`src/rtl/i2c_eng_pkg.sv`:
```
package i2c_eng_pkg;

    typedef enum logic [2:0] {
        OP_START   = 3'd0,
        OP_STOP    = 3'd1,
        OP_WRITE   = 3'd2,
        OP_READ    = 3'd3,
        OP_RECOVER = 3'd4
    } op_e;

    localparam int BYTE_W     = 8;
    localparam int BIT_CNT_W  = 4;
    localparam int ACK_SLOT   = 8;   // ninth clock pulse
    localparam int TAIL_SLOT  = 9;   // trailing SCL-low unit
    localparam int RECOV_LAST = 8;   // last recovery pulse index

    typedef struct packed {
        logic                 busy;
        logic                 done;
        op_e                  op;
        logic [BIT_CNT_W-1:0] slot;
        logic [1:0]           ph;
        logic                 scl_low;
        logic                 sda_low;
        logic                 ack_lvl;
        logic                 ack_in;
    } eng_t;

endpackage

```
`src/rtl/i2c_unit_timer.sv`:
```
module i2c_unit_timer #(
    parameter int DIV_W = 8
) (
    input  logic             clk,
    input  logic             rst_n,
    input  logic             restart,
    input  logic             run,
    input  logic [DIV_W-1:0] unit_len,
    output logic             tick
);
    logic [DIV_W-1:0] cnt_d, cnt_q;
    logic [DIV_W-1:0] len_m1;

    always_comb begin
        len_m1 = (unit_len == '0) ? '0 : unit_len - 1'b1;
        tick   = run && !restart && (cnt_q == '0);
        cnt_d  = cnt_q;
        if (restart || tick) begin
            cnt_d = len_m1;
        end else if (run) begin
            cnt_d = cnt_q - 1'b1;
        end
    end

    always_ff @(posedge clk or negedge rst_n) begin
        if (!rst_n) cnt_q <= '0;
        else        cnt_q <= cnt_d;
    end

    AST_TICK_NEEDS_RUN: assert property (@(posedge clk) disable iff (!rst_n)
        tick |-> $past(run) || $past(restart)) else $error("tick while idle");

endmodule

```
`src/rtl/i2c_byte_shift.sv`:
```
module i2c_byte_shift #(
    parameter int W = 8
) (
    input  logic         clk,
    input  logic         rst_n,
    input  logic         load,
    input  logic [W-1:0] load_val,
    input  logic         shift,
    input  logic         sin,
    output logic [W-1:0] q
);
    logic [W-1:0] sh_d, sh_q;

    always_comb begin
        sh_d = sh_q;
        if (load)       sh_d = load_val;
        else if (shift) sh_d = {sh_q[W-2:0], sin};
    end

    always_ff @(posedge clk or negedge rst_n) begin
        if (!rst_n) sh_q <= '0;
        else        sh_q <= sh_d;
    end

    assign q = sh_q;

endmodule

```
`src/rtl/i2c_bit_engine.sv`:
```
module i2c_bit_engine
    import i2c_eng_pkg::*;
#(
    parameter int DIV_W = 8
) (
    input  logic             clk,
    input  logic             rst_n,
    input  logic [DIV_W-1:0] unit_len,
    input  logic             cmd_valid,
    input  logic [2:0]       cmd_op,
    input  logic [7:0]       cmd_wdata,
    input  logic             cmd_ack_lvl,
    output logic             busy,
    output logic             done,
    output logic [7:0]       rdata,
    output logic             ack_in,
    output logic             scl_oe,
    output logic             sda_oe,
    input  logic             sda_i
);
    eng_t s_d, s_q;
    logic accept, tick, last_unit, recov_wrap;
    logic sh_shift, sh_sin;
    logic [BYTE_W-1:0] sh_q;

    // Line state on entry to a unit; result is {scl_low, sda_low}.
    function automatic logic [1:0] unit_lines(
        input op_e op, input logic [BIT_CNT_W-1:0] b, input logic [1:0] p,
        input logic scl_l, input logic sda_l, input logic txb, input logic al);
        logic sc, sd, bitv;
        sc = scl_l;
        sd = sda_l;
        case (op)
            OP_START: begin
                case (p)
                    2'd0:    sd = 1'b0;
                    2'd1:    begin sc = 1'b0; sd = 1'b0; end
                    default: begin sc = 1'b0; sd = 1'b1; end
                endcase
            end
            OP_STOP: begin
                case (p)
                    2'd0:    sc = 1'b1;
                    2'd1:    begin sc = 1'b1; sd = 1'b1; end
                    2'd2:    begin sc = 1'b0; sd = 1'b1; end
                    default: begin sc = 1'b0; sd = 1'b0; end
                endcase
            end
            default: begin
                if (op == OP_WRITE)     bitv = (b < BIT_CNT_W'(ACK_SLOT)) ? !txb : 1'b0;
                else if (op == OP_READ) bitv = (b < BIT_CNT_W'(ACK_SLOT)) ? 1'b0 : !al;
                else                    bitv = 1'b0;
                if (b == BIT_CNT_W'(TAIL_SLOT)) begin
                    sc = 1'b1;
                end else begin
                    case (p)
                        2'd0:    sc = 1'b1;
                        2'd1:    begin sc = 1'b1; sd = bitv; end
                        2'd2:    sc = 1'b0;
                        default: ;
                    endcase
                end
                if (op == OP_RECOVER) sd = 1'b0;
            end
        endcase
        return {sc, sd};
    endfunction

    i2c_unit_timer #(.DIV_W(DIV_W)) u_timer (
        .clk(clk), .rst_n(rst_n), .restart(accept), .run(s_q.busy),
        .unit_len(unit_len), .tick(tick)
    );

    i2c_byte_shift #(.W(BYTE_W)) u_shift (
        .clk(clk), .rst_n(rst_n), .load(accept), .load_val(cmd_wdata),
        .shift(sh_shift), .sin(sh_sin), .q(sh_q)
    );

    always_comb begin
        logic [BIT_CNT_W-1:0] nb;
        logic [1:0]           np;
        logic                 txb;
        s_d        = s_q;
        s_d.done   = 1'b0;
        accept     = cmd_valid && !s_q.busy && (cmd_op <= 3'd4);
        last_unit  = (s_q.op == OP_START && s_q.ph == 2'd2) ||
                     (s_q.op == OP_STOP  && s_q.ph == 2'd3) ||
                     ((s_q.op == OP_WRITE || s_q.op == OP_READ) &&
                      s_q.slot == BIT_CNT_W'(TAIL_SLOT));
        recov_wrap = (s_q.op == OP_RECOVER) && (s_q.slot == BIT_CNT_W'(RECOV_LAST)) &&
                     (s_q.ph == 2'd3);
        sh_shift   = tick && (s_q.slot < BIT_CNT_W'(ACK_SLOT)) &&
                     ((s_q.op == OP_WRITE && s_q.ph == 2'd3) ||
                      (s_q.op == OP_READ  && s_q.ph == 2'd2));
        sh_sin     = (s_q.op == OP_READ) ? sda_i : 1'b0;
        nb         = s_q.slot;
        np         = s_q.ph;
        txb        = sh_q[BYTE_W-1];

        if (accept) begin
            s_d.busy    = 1'b1;
            s_d.op      = op_e'(cmd_op);
            s_d.slot    = '0;
            s_d.ph      = '0;
            s_d.ack_lvl = cmd_ack_lvl;
            {s_d.scl_low, s_d.sda_low} = unit_lines(op_e'(cmd_op), '0, '0,
                s_q.scl_low, s_q.sda_low, cmd_wdata[BYTE_W-1], cmd_ack_lvl);
        end else if (tick) begin
            if (s_q.op == OP_WRITE && s_q.slot == BIT_CNT_W'(ACK_SLOT) && s_q.ph == 2'd3)
                s_d.ack_in = sda_i;
            if (last_unit) begin
                s_d.busy = 1'b0;
                s_d.done = 1'b1;
            end else if (recov_wrap) begin
                s_d.op   = OP_STOP;
                s_d.slot = '0;
                s_d.ph   = '0;
                {s_d.scl_low, s_d.sda_low} = unit_lines(OP_STOP, '0, '0,
                    s_q.scl_low, s_q.sda_low, 1'b0, 1'b0);
            end else begin
                if (s_q.ph == 2'd3) begin
                    nb  = s_q.slot + 1'b1;
                    np  = '0;
                    txb = sh_q[BYTE_W-2];
                end else begin
                    np  = s_q.ph + 1'b1;
                end
                s_d.slot = nb;
                s_d.ph   = np;
                {s_d.scl_low, s_d.sda_low} = unit_lines(s_q.op, nb, np,
                    s_q.scl_low, s_q.sda_low, txb, s_q.ack_lvl);
            end
        end
    end

    always_ff @(posedge clk or negedge rst_n) begin
        if (!rst_n) begin
            s_q         <= '0;
            s_q.op      <= OP_STOP;
            s_q.ack_lvl <= 1'b1;
            s_q.ack_in  <= 1'b1;
        end else begin
            s_q <= s_d;
        end
    end

    assign busy   = s_q.busy;
    assign done   = s_q.done;
    assign rdata  = sh_q;
    assign ack_in = s_q.ack_in;
    assign scl_oe = s_q.scl_low;
    assign sda_oe = s_q.sda_low;

    AST_DONE_ONE_CYCLE: assert property (@(posedge clk) disable iff (!rst_n)
        done |=> !done) else $error("done wider than one cycle");
    AST_DONE_NOT_BUSY: assert property (@(posedge clk) disable iff (!rst_n)
        done |-> !busy) else $error("done while busy");
    AST_BUSY_UNTIL_DONE: assert property (@(posedge clk) disable iff (!rst_n)
        $fell(busy) |-> done) else $error("busy dropped without done");
    AST_SDA_STABLE_SCL_HIGH: assert property (@(posedge clk) disable iff (!rst_n)
        (busy && $past(busy) && $past(s_q.op) == s_q.op &&
         (s_q.op == OP_WRITE || s_q.op == OP_READ || s_q.op == OP_RECOVER) &&
         !scl_oe && !$past(scl_oe)) |-> $stable(sda_oe))
        else $error("SDA moved while SCL high in data phase");
    AST_START_END_STATE: assert property (@(posedge clk) disable iff (!rst_n)
        (done && s_q.op == OP_START) |-> (!scl_oe && sda_oe))
        else $error("START ended in wrong line state");
    AST_STOP_END_STATE: assert property (@(posedge clk) disable iff (!rst_n)
        (done && s_q.op == OP_STOP) |-> (!scl_oe && !sda_oe))
        else $error("STOP left a line pulled");

endmodule

```
`config.mk`:
```
export PLATFORM = sky130hd
export DESIGN_NAME = i2c_bit_engine
export DESIGN_NICKNAME = d
export VERILOG_FILES = /design/src/rtl/i2c_eng_pkg.sv /design/src/rtl/i2c_unit_timer.sv /design/src/rtl/i2c_byte_shift.sv /design/src/rtl/i2c_bit_engine.sv
export SDC_FILE = /design/constraint.sdc
export NUM_CORES = 1
export LEC_CHECK = 0
export CAP_MARGIN = 20
export CORE_MARGIN = 2
export CORE_UTILIZATION = 40
export DETAILED_ROUTE_END_ITERATION = 10
export DONT_BUFFER_PORTS = 1
export GPL_TIMING_DRIVEN = 0
export PLACE_DENSITY = 0.65
export SETUP_SLACK_MARGIN = 0.3
export SYNTH_ARGS = -nofsm -noshare
export SYNTH_HDL_FRONTEND = slang
export SYNTH_SLANG_ARGS = --single-unit
```
`constraint.sdc`:
```
create_clock -name clk -period 2.5 [get_ports clk]
set_input_delay 0.25 -clock clk [delete_from_list [all_inputs] [get_ports clk]]
set_output_delay 0.25 -clock clk [all_outputs]
set_load 0.02 [all_outputs]
```
======== Yosys cells after proc, flatten, opt, wreduce, memory -nomap -nowiden ========
Index checks and enable logic that the tools add are counted.
storage, ports and cells
  bits of input ports ..................... 24
  latch bits .............................. 0
  flip-flop bits (word level) ............. 31
  output and inout bits ................... 13
  ROM bits ................................ 0
  memories ................................ 0
  memory bits (writable) .................. 0
  logic and storage cells ................. 131
cells by class
  reductions and logical operators ........ 44
  shifts and indexed selects .............. 0
  multiply operators ...................... 0
  bitwise logic cells ..................... 1
  muxes and demuxes ....................... 47
  order comparisons ....................... 3
  divide/modulo/power cells ............... 0
  eq/ne operators ......................... 21
  add/sub/neg operators ................... 4
operators by type and width
  operator                                               count
  two-way mux 8 bit                                      6
  two-way mux 11 bit                                     2
  two-way mux 1 bit                                      21
  two-way mux 4 bit                                      5
  logical NOT 8 bit                                      2
  subtractor 8 x 1 -> 8 bit, second input constant       2
  logical AND 1 bit                                      15
  two-way mux 13 bit                                     1
  == test 4 bit, second input constant                   3
  two-way mux 2 bit                                      6
  one-hot mux 1 bit (2 select lines)                     5
  nonzero test 2 bit                                     5
  less-than comparator 4 bit, second input constant      2
  AND reduction 8 bit                                    1
  nonzero test 7 bit                                     1
  == test 2 bit, second input constant                   3
  == test 3 x 1 -> 1 bit, second input constant          2
  == test 3 x 2 -> 1 bit, second input constant          2
  == test 3 bit, second input constant                   2
  logical NOT 3 bit                                      2
  AND reduction 3 bit                                    2
  logical OR 1 bit                                       5
  inequality test 5 x 4 -> 1 bit, second input constant  1
  AND reduction 5 bit                                    1
  16 further kinds                                       23

======== Longest topological paths before layout ========
  depth in word-level cells ............... 20
  mapped depth ............................ 8
  mapped depth without buffers ............ 7

======== Hierarchy ========
Synthesis repeated with hierarchy kept, for this count alone.
second synthesis, totals
  cells, all modules ...................... 245
  area total of the unflattened synthesis .. 2209.6 µm²
modules (own cells, without submodules)
  module          area each (µm²)  cells each  times used  seq. area each (µm²)
  i2c_bit_engine  1157.4           135         1           379.1
  i2c_unit_timer  679.4            76          1           200.2
  i2c_byte_shift  372.9            34          1           200.2

======== Worst setup path after synthesis ========
No wires, ideal clock.
  path type ............................... register -> register
  start ................................... register s_q[6] (netlist name)
  end ..................................... register s_q (netlist bit sda_oe)
  path slack .............................. 0.366 ns
  required time ........................... 2.372 ns
  data arrival time ....................... 2.006 ns
  stages on the path, launching flop included .. 7
  cells stage by stage .................... dfrtp_1 inv_1 ha_1 or4b_1 a21oi_1 a2111oi_4 mux2_1
on the way
  cells in the longest elaborated chain, start to end .. 18
  elaborated cells on any way between the ends .. 30
  those cells by class .................... add/sub: 1; order compare: 1; eq/ne: 6; mux: 17; reduce/logical: 5
ends and longest elaborated chain
  what                                RTL line                                    text
  start, declared                     i2c_bit_engine.sv:21                        eng_t s_d, s_q;
  adder 4 x 1 -> 4 bit                i2c_bit_engine.sv:122                       nb = s_q.slot + 1'b1;
  two-way mux 4 bit                   i2c_bit_engine.sv:121                       if (s_q.ph == 2'd3) begin
  two-way mux 4 bit                   i2c_bit_engine.sv:114                       end else if (recov_wrap) begin
  two-way mux 4 bit                   i2c_bit_engine.sv:111                       if (last_unit) begin
  two-way mux 4 bit                   i2c_bit_engine.sv:108                       end else if (tick) begin
  two-way mux 4 bit                   i2c_bit_engine.sv:100                       if (accept) begin
  less-than comparator 4 bit          i2c_bit_engine.sv:50, i2c_bit_engine.sv:51
  two-way mux 1 bit (2 in series)     i2c_bit_engine.sv:51                        else if (op == OP_READ) bitv = (b < BIT_CNT_W'(ACK_SLOT)) ? 1'b0 : !al;
  two-way mux 1 bit                   i2c_bit_engine.sv:50                        if (op == OP_WRITE) bitv = (b < BIT_CNT_W'(ACK_SLOT)) ? !txb : 1'b0;
  two-way mux 1 bit                   i2c_bit_engine.sv:56                        case (p)
  two-way mux 1 bit                   i2c_bit_engine.sv:53                        if (b == BIT_CNT_W'(TAIL_SLOT)) begin
  two-way mux 1 bit                   i2c_bit_engine.sv:63                        if (op == OP_RECOVER) sd = 1'b0;
  one-hot mux 1 bit (2 select lines)  i2c_bit_engine.sv:33                        case (op)
  two-way mux 8 bit                   i2c_bit_engine.sv:114
  two-way mux 11 bit                  i2c_bit_engine.sv:111
  two-way mux 13 bit                  i2c_bit_engine.sv:108
  two-way mux 11 bit                  i2c_bit_engine.sv:100
Several ways; a longest one is shown, not always the timed one. The select of a mux whose other input is x is not followed.
A chain may end at the register's enable or synchronous reset.

======== Worst setup path in the final report ========
  start ................................... register s_q[4] (netlist name)
  end ..................................... register s_q (netlist bit sda_oe)
on the way
  cells in the longest elaborated chain, start to end .. 18
  elaborated cells on any way between the ends .. 51
  those cells by class .................... add/sub: 1; order compare: 1; eq/ne: 9; mux: 29; reduce/logical: 11
ends and longest elaborated chain
  what                                RTL line
  == test 2 bit                       i2c_bit_engine.sv:87, i2c_bit_engine.sv:91, i2c_bit_engine.sv:121
  two-way mux 4 bit                   i2c_bit_engine.sv:121
  two-way mux 4 bit                   i2c_bit_engine.sv:114
  two-way mux 4 bit                   i2c_bit_engine.sv:111
  two-way mux 4 bit                   i2c_bit_engine.sv:108
  two-way mux 4 bit                   i2c_bit_engine.sv:100
  less-than comparator 4 bit          i2c_bit_engine.sv:50, i2c_bit_engine.sv:51
  two-way mux 1 bit (2 in series)     i2c_bit_engine.sv:51
  two-way mux 1 bit                   i2c_bit_engine.sv:50
  two-way mux 1 bit                   i2c_bit_engine.sv:56
  two-way mux 1 bit                   i2c_bit_engine.sv:53
  two-way mux 1 bit                   i2c_bit_engine.sv:63
  one-hot mux 1 bit (2 select lines)  i2c_bit_engine.sv:33
  two-way mux 8 bit                   i2c_bit_engine.sv:114
  two-way mux 11 bit                  i2c_bit_engine.sv:111
  two-way mux 13 bit                  i2c_bit_engine.sv:108
  two-way mux 11 bit                  i2c_bit_engine.sv:100
Several ways; a longest one is shown, not always the timed one. The select of a mux whose other input is x is not followed.

==> run summary <==
After synthesis the netlist holds a flip-flop and latch count of 31. The number of DRC markers after the initial detailed-route iteration came out at about 140. The number of violations of the max-capacitance limit came out at 0. The maximum root-to-sink buffer count is 2. The fraction of layout instances using a drive strength above 1 is 17.3%. VDD sags by at most 450 µV. The most critical setup path has its startpoint at s_q[4]. The sequential element share of the synthesized area is roughly a third. The post-synthesis instance area came out at 2220 µm². The total die area is 6150 µm².

The number of synthesis warnings is 0. The floorplan has 27 rows. The routed via count is 1,858. The number of max-slew violations in the final report came out at 0. The met3 wire length came out at 164 µm. STA classifies the critical path endpoint as a flip-flop. The area share of the largest cell type after synthesis came out at 31.6%. The final antenna-violating net count came out at 0. The average instance in the mapped netlist occupies 9.16 µm². Walking the worst path, the cells encountered are ha_1 > buf_2 > nor4b_1 > o21bai_1 > a21oi_4 > a2111oi_4 > mux2_1. The top layer reached by signal wires is met4. In this run, distinct cell masters in the synthesized netlist total 64. For this run the aggregate overflow at the end of global routing stands at 0.

Counting flops with a built-in enable in the synthesized netlist gives 0. The placed wire-length estimate came out at 3770 µm. The critical path startpoint category is a flip-flop.

The wire length per cell after detailed routing is 16.4 µm. In the post-synthesis netlist, the biggest area contributors are dfrtp_1 (32%), ha_1 (5.6%), nand2_1 (5.3%). The pin count of the biggest net entering global routing is 32. CTS built an H-tree with a depth of 2. Setup violations remaining at the end of the flow were counted as 0. The actual transition at the worst max-transition pin is just over 0.5 ns. The arrival time at the worst endpoint is 2.36 ns. The post-detailed-route DRC marker count came out at 0. The area of the core came out at 5440 µm². The number of primary I/O pins came out at 37.

Setup repair after global routing could not meet its margin everywhere. The endpoint identified for the worst register-to-register timing path is sda_oe. The primary flip-flop cell chosen by synthesis mapping is dfrtp_1. The setup slack of the critical path after layout came out at 0.304 ns. The hold violation count in the final report was 0. The antenna diode count is 0. The vias per cell came out at about 5.7.

The ratio of final minimum period to clock period came out at between 80% and 90%. The width of the die came out at 78.4 µm. When the netlist entered floorplanning its net count stood at 276. The growth of design area from synthesis to finish is 11.1%. The number of global-route vias before repair is 1,866. The run finished with clean final reports.

The multiplexer share of the synthesized area is 5.65%. The synthesized netlist devotes 22.7% of its cell area to simple gates. The congestion estimate from routability-driven global placement came to 0.839.

The required time at the worst-slack endpoint is around 2.7 ns. The number of CTS-inserted buffers came out at 5. The post-synthesis share of cell area spent on full adders, half adders and majority gates came out at under 10%. The sum of negative setup slack came out at 0 ns. The largest stage delay on the critical path is 0.43 ns. In this run the worst setup path terminates at sda_oe. The critical-path cell with the highest stage delay is dfrtp_1. The area fraction in compound gates after synthesis came out at 23.8%. The total length of routed wires is 5340 µm. The starting utilization of the core area came out at 40.7%. Headroom to the max-slew limit came out at 64.8%. Summing all flip-flop and latch instances after layout gives approximately 780 µm². The source-to-sink clock delay at the later pin of the worst-skew pair came out at 0.29 ns.

The multi-input combinational cells in the finished layout cover a total of 1360 µm². The upper clock frequency limit is 455 MHz. Across every metal layer, demand over resource in global routing totals 18.7%. In the detailed route, the total length drawn on met2 is 2660 µm. The y dimension of the die is 78.4 µm. The initial antenna violation count is 0. In this run the critical register-to-register path is launched from s_q[4].

The filler cells instantiated in the layout total 538. The synthesized netlist cell count came out at ~240. The min-delay analysis places its worst path in the category input pin to flip-flop. The leakage power is 1.01 nW. The clock transition at the registers of the reported paths is around 0.07 ns. The post-route non-filler standard cell count came out at ~330.

TritonCTS built the clock tree. The cell type contributing the most total cell area after synthesis is dfrtp_1. The xor and xnor fraction of the mapped netlist area is 2.37%. The clock root buffer is clkbuf_8. The async set or reset register ratio after synthesis is 100%. The total clock sinks came out at 31. The total instance count after detailed placement came out at 314. The number of iterations in the first detailed-routing pass came out at 4. After detailed routing, the wire length on met1 is 2470 µm. The number of cells on the worst reg-to-reg path came out at 7. The pre-CTS worst setup slack came out at roughly 0.13 ns.

By area, the combinational part of the netlist is dominated by compound AO/OA/AOI/OAI gates. The worst setup path is of the flip-flop to flip-flop kind. The power density of the placed cells came out at 1050 nW/µm². In this run the worst path has a maximum fanout of 10.

The time the worst path needs with I/O delays and setup came out at 2.20 ns. The wire length of the first global-routing pass is ~9200 µm. The net count of the finished layout is 287. For flop-to-flop paths, the worst setup slack is roughly 0.3 ns. The setup skew after layout came out at 0.00599 ns.

Buffers placed on the I/O ports in this run total 0.
## what timing repair did
item	4_1_cts	5_1_grt
setup buffers	2	0
gates resized for setup	5	4
hold endpoints to repair	31	0
pin swaps	1	0
hold buffers	2	0
setup endpoints to repair	3	9
## Yosys cell counts (3+ instances only)
| cell type | count |
|---|---|
| o21ai_0 | 17 |
| o22ai_1 | 5 |
| inv_1 | 12 |
| buf_4 | 3 |
| nor3_1 | 5 |
| dfrtp_1 | 28 |
| nor2b_1 | 8 |
| mux2i_1 | 8 |
| mux2_2 | 3 |
| dfstp_2 | 3 |
| buf_2 | 4 |
| o32ai_1 | 3 |
| a21oi_1 | 13 |
| xnor2_1 | 4 |
| nand2b_1 | 3 |
| nand3_1 | 5 |
| ha_1 | 10 |
| nand2_1 | 31 |
| nor2_1 | 20 |
## cells by family (layout without fill, tap and decap cells)
family / after synthesis / count (layout)
DFF: 31 / 31
AOI/OAI and AO/OA: 68 / 68
adders and majority gates: 10 / 10
and+or+nand+nor: 94 / 94
xor gates and xnor gates: 6 / 6
buffers and inverters: 21 / 33
muxes: 12 / 12
## cell usage in the layout, fill, tap and decap left out, drive strengths merged, types with 3 or more instances in the layout
cell,instances
dfrtp,28
nor2b,8
a21oi,14
nand2,31
o21ai,19
buf,11
o32ai,4
mux2i,8
clkinv,3
ha,10
xnor2,4
clkbuf,6
dfstp,3
nor3,5
nand2b,3
a22o,3
inv,12
nor4,3
mux2,4
nand3,6
nor2,20
o22ai,5
## where the power goes
| group | switching [mW] | internal (mW) | total [mW] |
|---|---|---|---|
| Sequential | 0.308 | 0.713 | 1.02 |
| Combinational | 0.651 | 0.531 | 1.18 |
| Clock | 0.195 | 0.190 | 0.385 |
| Total | 1.15 | 1.44 | 2.59 |
## worst min path at each step
stage	from	endpoint	slack, ns	cells past startpoint
finish	cmd_ack_lvl	s_q[1]	0.04	2
global route	cmd_ack_lvl	s_q[1]	0.05	2
CTS	cmd_ack_lvl	s_q[1]	0.03	2
detailed placement	rst_n	s_q[8]	-0.04	0
global placement	rst_n	s_q[8]	-0.04	0
floorplan	rst_n	busy	-0.05	0
## sequential cells by signal (all words and copies together) (netlist names)
name,cells
ack_in,1
busy,1
done,1
s_q,10
scl_oe,1
sda_oe,1
u_shift.q,8
u_timer.cnt_q,8
## through the flow
step	util [%]	area (µm²)	hold WS, ns	power (mW)
3_3_place_gp	42.4	2310	-0.0447	2.13
2_1_floorplan	-	2220	-0.0456	1.90
3_5_place_dp	42.4	2310	-0.0445	2.15
4_1_cts	45.1	2450	0.0326	2.59
6_report	45.2	2460	0.0410	2.59
5_1_grt	45.2	2460	0.0526	2.82
## metal layers
| layer | global-route usage [%] | up-vias |
|---|---|---|
| met1 | 24.6 | 922 |
| met2 | 31.2 | 33 |
| met4 | 4.91 | 0 |
| met5 | 0 | - |
| met3 | 3.91 | 4 |
| li1 | - | 899 |
## area by class of cell
| class | count | area share, % |
|---|---|---|
| clock buffer | 5 | 2.80 |
| inverter | 12 | 1.83 |
| multi-input combinational | 190 | 55.1 |
| buffer | 9 | 2.49 |
| sequential | 31 | 31.7 |
| timing repair buffer | 4 | 1.83 |
| clock inverter | 3 | 0.610 |
| tap | 72 | 3.66 |
## critical path, delay by kind of cell, from the launching register on
kind                       cells  cell delay [ns]
buffers and inverters          1             0.21
muxes                          1             0.35
AOI/OAI and AO/OA              3             0.66
DFF                            1             0.43
adders and majority gates      1             0.28
and+or+nand+nor                1             0.16
Note: power is estimated with default switching activity, not from simulation.
